### src/rtl/frame_rate_monitor.sv
module frame_rate_monitor #(
  parameter int CNT_W        = 16,
  parameter int DEV_SHIFT    = 4,
  parameter int DEV_RUN      = 8,
  parameter int SETTLE       = 162,
  parameter int STOP_TIMEOUT = 4000
) (
  input  logic clk,
  input  logic rst_n,
  input  logic frame_clk,
  input  logic fault_in,
  output logic reinit,
  output logic oe,
  output logic status_n
);
  localparam int LIM_W = CNT_W + 1;
  localparam int RUN_W = $clog2(DEV_RUN + 1);
  localparam int SET_W = $clog2(SETTLE + 1);

  logic [2:0]       fsync;
  logic [LIM_W-1:0] per_cnt;
  logic [CNT_W-1:0] ref_per;
  logic             ref_valid, have_edge, stopped;
  logic [RUN_W-1:0] dev_run;
  logic [SET_W-1:0] settle_cnt;

  logic             rise, complete, dev, dev_trig, stop_trig, trig;
  logic [LIM_W-1:0] limit, ref_ext, diff, thr;

  assign rise     = fsync[1] & ~fsync[2];
  assign complete = rise & have_edge;
  assign ref_ext  = {1'b0, ref_per};
  assign limit    = ref_valid ? {ref_per, 1'b0} : LIM_W'(STOP_TIMEOUT);
  assign diff     = (per_cnt > ref_ext) ? per_cnt - ref_ext : ref_ext - per_cnt;
  assign thr      = LIM_W'(ref_per >> DEV_SHIFT);
  assign dev      = diff > thr;

  assign dev_trig  = complete & ref_valid & dev & (dev_run == RUN_W'(DEV_RUN - 1));
  assign stop_trig = ~rise & ~stopped & (per_cnt >= limit);
  assign trig      = dev_trig | stop_trig;

  assign status_n = fault_in | ~oe;

  always_ff @(posedge clk or negedge rst_n) begin
    if (!rst_n) begin
      fsync      <= '0;
      per_cnt    <= '0;
      ref_per    <= '0;
      ref_valid  <= 1'b0;
      have_edge  <= 1'b0;
      stopped    <= 1'b0;
      dev_run    <= '0;
      settle_cnt <= '0;
      oe         <= 1'b0;
      reinit     <= 1'b0;
    end else begin
      fsync  <= {fsync[1:0], frame_clk};
      reinit <= trig;

      if (rise)
        per_cnt <= LIM_W'(1);
      else if (stop_trig)
        per_cnt <= '0;
      else if (per_cnt < limit)
        per_cnt <= per_cnt + 1'b1;

      if (trig) begin
        ref_valid  <= 1'b0;
        dev_run    <= '0;
        settle_cnt <= '0;
        oe         <= 1'b0;
        have_edge  <= rise;
        stopped    <= stop_trig;
      end else begin
        if (rise) begin
          have_edge <= 1'b1;
          stopped   <= 1'b0;
        end
        if (complete) begin
          if (!ref_valid) begin
            ref_per   <= per_cnt[CNT_W-1:0];
            ref_valid <= 1'b1;
            dev_run   <= '0;
          end else begin
            dev_run <= dev ? dev_run + 1'b1 : '0;
          end
          if (!oe) begin
            if (settle_cnt == SET_W'(SETTLE - 1))
              oe <= 1'b1;
            else
              settle_cnt <= settle_cnt + 1'b1;
          end
        end
      end
    end
  end
endmodule

### config.mk
export PLATFORM = sky130hd
export DESIGN_NAME = frame_rate_monitor
export DESIGN_NICKNAME = d
export VERILOG_FILES = /design/src/rtl/frame_rate_monitor.sv
export SDC_FILE = /design/constraint.sdc
export NUM_CORES = 1
export LEC_CHECK = 0
export CAP_MARGIN = 20
export CORE_MARGIN = 2
export CORE_UTILIZATION = 58
export DETAILED_ROUTE_END_ITERATION = 10
export GPL_ROUTABILITY_DRIVEN = 0
export PLACE_DENSITY = 0.78
export SYNTH_ARGS = -nofsm -noshare
export SYNTH_HDL_FRONTEND = slang
export SYNTH_SLANG_ARGS = --single-unit
### constraint.sdc
create_clock -name clk -period 5.6 [get_ports clk]
set_input_delay 1.12 -clock clk [delete_from_list [all_inputs] [get_ports clk]]
set_output_delay 1.12 -clock clk [all_outputs]
set_load 0.02 [all_outputs]
Word level (Yosys, flattened, before mapping)

Cells that the tools add are included.

Word-level logic and storage cells: 66
Bits of input ports: 4
Output and inout port bits: 3
Register bits after elaboration: 53

Bitwise gates (word level): 15
Reductions and logical operators: 5
Order comparisons: 4
Muxes and demuxes: 23
Add/sub/neg operators: 5
Eq/ne operators: 4

Operator list:

| operator                                                         | count |
|---|---|
| 17-bit 2-to-1 mux                                                | 5 |
| 8-bit 2-to-1 mux                                                 | 4 |
| 17-bit by 1-bit adder with 17-bit output (second input constant) | 1 |
| 17-bit >= comparator                                             | 1 |
| 17-bit by 12-bit > comparator with 1-bit output                  | 1 |
| 17-bit by 16-bit > comparator with 1-bit output                  | 1 |
| 17-bit < comparator                                              | 1 |
| 16-bit by 17-bit subtractor with 17-bit output                   | 1 |
| 17-bit by 16-bit subtractor with 17-bit output                   | 1 |
| 4-bit 2-to-1 mux                                                 | 4 |
| 1-bit 2-to-1 mux                                                 | 10 |
| 8-bit by 1-bit adder with 8-bit output (second input constant)   | 1 |
| 8-bit == test (second input constant)                            | 1 |
| 1-bit bitwise AND                                                | 7 |
| 1-bit inverter                                                   | 6 |
| 3-bit AND reduction                                              | 2 |
| 4-bit by 1-bit adder with 4-bit output (second input constant)   | 1 |
| 4-bit by 3-bit == test with 1-bit output (second input constant) | 1 |
| 2-bit nonzero test                                               | 2 |
| 3-bit nonzero test                                               | 1 |
| 2-bit by 1-bit != test with 1-bit output (second input constant) | 1 |
| 2-bit != test (second input constant)                            | 1 |
| 1-bit bitwise OR                                                 | 2 |

Longest topological paths before layout

Word-level depth: 9
Mapped depth: 23

Least setup slack after synthesis

No wires, ideal clock.

Kind: reg-to-reg
Start point: register per_cnt[1]
End point: register oe
Data arrival time: 5073 ps
Slack: 415 ps
Data required time: 5489 ps
Stages on the path, launching flop included: 22
Clock period less this slack: 5185 ps
Path through: dfrtp_1 > inv_1 > ha_1 > nor2b_1 > o2111ai_1 > a21oi_1 > o21bai_1 > o31ai_1 > buf_2 > mux2i_1 > a31oi_1 > o221ai_1 > xor2_1 > ha_1 > a21o_1 > a21oi_1 > or4b_1 > and2_0 > or4_4 > o22ai_4 > a21oi_2 > a2111oi_2

Longest elaborated chain between the ends: 7
Elaborated cells on any way between the ends: 12

RTL lines:

| element                                                                      | line | RTL |
|---|---|---|
| start: declaration                                                           | 21   | `logic [LIM_W-1:0] per_cnt;` |
| start signal: assignment                                                     | 65   | `per_cnt <= per_cnt + 1'b1;` |
| 16-bit by 17-bit subtractor with 17-bit output, or another cell as far along | 34   | `assign diff = (per_cnt > ref_ext) ? per_cnt - ref_ext : ref_ext - per_cnt;` |
| 17-bit 2-to-1 mux                                                            | 34   |  |
| 17-bit by 12-bit > comparator with 1-bit output                              | 36   | `assign dev = diff > thr;` |
| 1-bit bitwise AND (2 in series)                                              | 38   | `assign dev_trig = complete & ref_valid & dev & (dev_run == RUN_W'(DEV_RUN - 1));` |
| 1-bit bitwise OR *                                                           | 40   | `assign trig = dev_trig \| stop_trig;` |
| 1-bit 2-to-1 mux or 2-bit nonzero test (tied branches)                       | --   |  |
| end signal: assignment                                                       | 54   | `oe <= 1'b0;` |
| end signal: assignment                                                       | 71   | `oe <= 1'b0;` |
| end signal: assignment                                                       | 89   | `oe <= 1'b1;` |
| end: declaration                                                             | 13   | `output logic oe,` |

Every way passes the cells marked *; elsewhere a longest branch is shown, timed or not.
A chain may end at the register's enable or synchronous reset.

Worst setup path in the final report

Start point: register per_cnt[12]
End point: register settle_cnt[3]

Longest elaborated chain between the ends: 8
Elaborated cells on any way between the ends: 15

RTL lines:

| element                                                                      | line | RTL |
|---|---|---|
| 16-bit by 17-bit subtractor with 17-bit output, or another cell as far along | 34   |  |
| 17-bit 2-to-1 mux                                                            | 34   |  |
| 17-bit by 12-bit > comparator with 1-bit output                              | 36   |  |
| 1-bit bitwise AND (2 in series)                                              | 38   |  |
| 1-bit bitwise OR *                                                           | 40   |  |
| 2-bit != test (no source line), or another cell as far along                 | --   |  |
| 3-bit AND reduction (no source line)                                         | --   |  |
| end signal: assignment                                                       | 91   | `settle_cnt <= settle_cnt + 1'b1;` |
| end: declaration                                                             | 25   | `logic [SET_W-1:0] settle_cnt;` |

Marked as above.

==> flow_metrics.env <==
export IMPL_slew_headroom_pct=54.30
export IMPL_dp_hpwl_um=10010
export IMPL_path_clk_slew_ns=0.09
export IMPL_post_route_period_util_pct=96.15
export IMPL_crit_fanout=17
export IMPL_viasPerCell=6.436
export IMPL_start_util_pct=60.06
export IMPL_start_kind="flop"
export IMPL_setup_violations=0
export IMPL_gr_total_overflow=0
export IMPL_drt_pass1_iter_count=5
export IMPL_syn_area_um2=4935
export IMPL_wl_per_cell_um=18.67
export IMPL_synth_nets=652
export IMPL_finClkSkew_ns=0.01160
export IMPL_cpPeakStageDelay_ns=0.52
export IMPL_seqPwrFrac_pct=15.4
export IMPL_finalWorstSetupSlack_ns=0.2155
export IMPL_power_internal_uw=1761
export IMPL_root_buffer="clkbuf_8"
export IMPL_switchingPower_uw=1637
export IMPL_synthMuxAreaShare_pct=1.268
export IMPL_die_height_um=96.24
export IMPL_hold_viol_final=0
export IMPL_vdd_ir_drop_max_uv=344.7
export IMPL_drv_slew=0
export IMPL_seq_area_frac_synth_pct=26.88
export IMPL_core_area_um2=8217
export IMPL_power_density_nw_per_um2=629.4
export IMPL_cts_made_buffers=5
export IMPL_crit_required_ns=5.83
export IMPL_fmax_mhz=185.7
export IMPL_p_sw_share_pct=48.18
export IMPL_antenna_found_initial=0
export IMPL_drt_total_wl_um=13110
export IMPL_synth_seq_cells=53
export IMPL_p_clk_share_pct=7.9
export IMPL_synth_top_family_by_area="compound AO/OA/AOI/OAI gates"
export IMPL_utilization_pct=65.71
export IMPL_synth_fa_ha_area_share_pct=17.04
export IMPL_pre_cts_ws_ns=0.1455
export IMPL_syn_avg_cell_area_um2=8.479
export IMPL_yosysTopAreaCell="dfrtp_1"
export IMPL_rows=33
export IMPL_synthSimpleGateAreaFrac_pct=19.70
export IMPL_placedCellCount=688
export IMPL_synth_xor_area_share_pct=6.034
export IMPL_synthTopCellsByCount="nand2_1 (65), ha_1 (64), dfrtp_1 (53)"
export IMPL_async_reset_ff_share_pct=100.0
export IMPL_power_frac_comb_pct=76.7
export IMPL_synthCells=582
export IMPL_path_class="reg2reg"
export IMPL_clockBufferDepth=2
export IMPL_min_path_type="reg2reg"
export IMPL_clock_latency_ns=0.31
export IMPL_endpoint_kind="flop"
export IMPL_worstMarginPinSlew_ns=0.6855
export IMPL_slowest_stage="or4_4"
export IMPL_portBuffers=6
export IMPL_cts_sinks=53
export IMPL_grt_pass1_vias=4282
export IMPL_first_iter_violations=362
export IMPL_ios=7
export IMPL_track_usage_pct=29.95
export IMPL_status="finished, final reports clean"
export IMPL_syn_to_final_growth_pct=9.407
export IMPL_maxCapViolations=0
export IMPL_die_w_um=96.24
export IMPL_final_antenna_net_count=0
export IMPL_synth_main_ff_cell="dfrtp_1"
export IMPL_synth_compound_area_share_pct=22.64
export IMPL_drive_gt1_share_pct=13.23
export IMPL_critical_path_arrival_ns=5.61
export IMPL_vias=4518
export IMPL_yosysMostFrequentCell="nand2_1"
export IMPL_nets=666
export IMPL_synth_edf_count=0
export IMPL_yosysWarnings=0
export IMPL_finalNonFillerCells=702
export IMPL_htreeDepth=2
export IMPL_power_leakage_uw=0.002472
export IMPL_antenna_cells=0
export IMPL_grt_max_degree=54
export IMPL_path_cells="inv_1, ha_1, nand2_1, or3_4, nor4_4, a21o_1, o31ai_4, buf_4, a211oi_1, a21oi_1, xor2_1, ha_1, a21oi_1, o21a_1, o22ai_1, or4b_1, and2_0, or4_4, o22ai_4, a21oi_2, buf_4, a211oi_2"
export IMPL_period_needed_ns=5.385
export IMPL_synth_cell_types=66
export IMPL_cts_tree="built"
export IMPL_grt_pass1_wl_um=21410
export IMPL_yosysTopAreaCellShare_pct=26.88
export IMPL_route_detailed_drc=0
export IMPL_synth_area_leaders="dfrtp_1 (27%), ha_1 (16%), nand2_1 (4.9%)"
export IMPL_die_area_um2=9262
==> per-layer routing <==
metal / up-vias / part of all wire [%] / track usage [%] / routed length (µm)
met5: - / 0 / 0 / 0
met4: 0 / 2.7 / 10.12 / 357
met1: 2162 / 46 / 44.19 / 5997
met2: 205 / 45 / 44.73 / 5835
met3: 35 / 7.0 / 4.385 / 918
li1: 2116 / - / - / -
==> final timing paths <==
check	from	to	slack [ns]	cells past startpoint
max	per_cnt[12]	settle_cnt[3]	0.22	22
min	fsync[0]	fsync[1]	0.37	0
max reg2reg	per_cnt[12]	settle_cnt[3]	0.22	22
min reg2reg	fsync[0]	fsync[1]	0.37	0
max in group asynchronous	rst_n	per_cnt[12]	4.18	2
min in group asynchronous	rst_n	per_cnt[0]	0.92	2
==> cell usage in the layout, fill, tap and decap left out, drive strengths merged, types with 5 or more instances in the layout <==
cell type,instances
xor2,15
nor2b,11
o211ai,6
o21ai,35
nor2,25
nand2,65
a21oi,46
inv,46
nand2b,5
nand4,23
a21o,19
buf,30
and2,7
dfrtp,53
nand3,17
o21a,8
a211oi,12
or3,7
xnor2,19
nor3,7
clkbuf,5
clkdlybuf4s50,5
ha,64
==> per-stage QoR <==
step	hold slack [ns]	setup TNS, ns	cell area (µm²)	total power (µW)
floorplan	0.3312	0	4935	2349
global placement	0.3453	0	5155	2824
detailed placement	0.3418	0	5155	2895
CTS	0.3730	0	5268	3185
global route	0.3819	-0.2138	5399	3689
finish	0.3684	0	5399	3398
==> kinds of logic after synthesis <==
family                   Yosys count
AO/OA/AOI/OAI                    162
XOR/XNOR                          34
adder cells (fa/ha/maj)           66
buffers and inverters             73
flip-flops                        53
multiplexers                       6
AND/OR/NAND/NOR                  188
==> sequential cells by signal (all words and copies together) (netlist names), 3 cells and up <==
signal	flops
dev_run	4
fsync	3
per_cnt	17
ref_per	16
settle_cnt	8
==> area by class of cell <==
class / instances / area, µm²
fill: 637 / 2818
sequential: 53 / 1331
inverter: 45 / 168.9
multi-input combinational: 456 / 3378
timing repair buffer: 35 / 276.5
tap: 105 / 131.4
clock inverter: 3 / 43.79
clock buffer: 5 / 68.82
==> power by group through the flow <==
| stage | registers, µW | clock network [µW] | logic [µW] |
|---|---|---|---|
| 6_report | 525 | 268 | 2610 |
| 2_1_floorplan | 510 | 0 | 1840 |
| 5_1_grt | 536 | 287 | 2870 |
| 3_3_place_gp | 524 | 0 | 2300 |
| 3_5_place_dp | 528 | 0 | 2370 |
| 4_1_cts | 522 | 271 | 2390 |
==> worst max-delay path: cells and delay by family, from the launching register on <==
kind	cells	cell delay, ns
and+or+nand+nor	6	2.02
AOI/OAI and AO/OA	10	1.50
adders and majority gates	2	0.65
buffers and inverters	3	0.53
DFF	1	0.42
xor gates and xnor gates	1	0.17
==> timing repair <==
action	4_1_cts	5_1_grt
endpoints found under the setup margin	0	15
hold buffers	0	0
endpoints found under the hold margin	0	0
gates resized for setup	0	23
setup buffers	0	5
(Power assumes the default switching activity.)
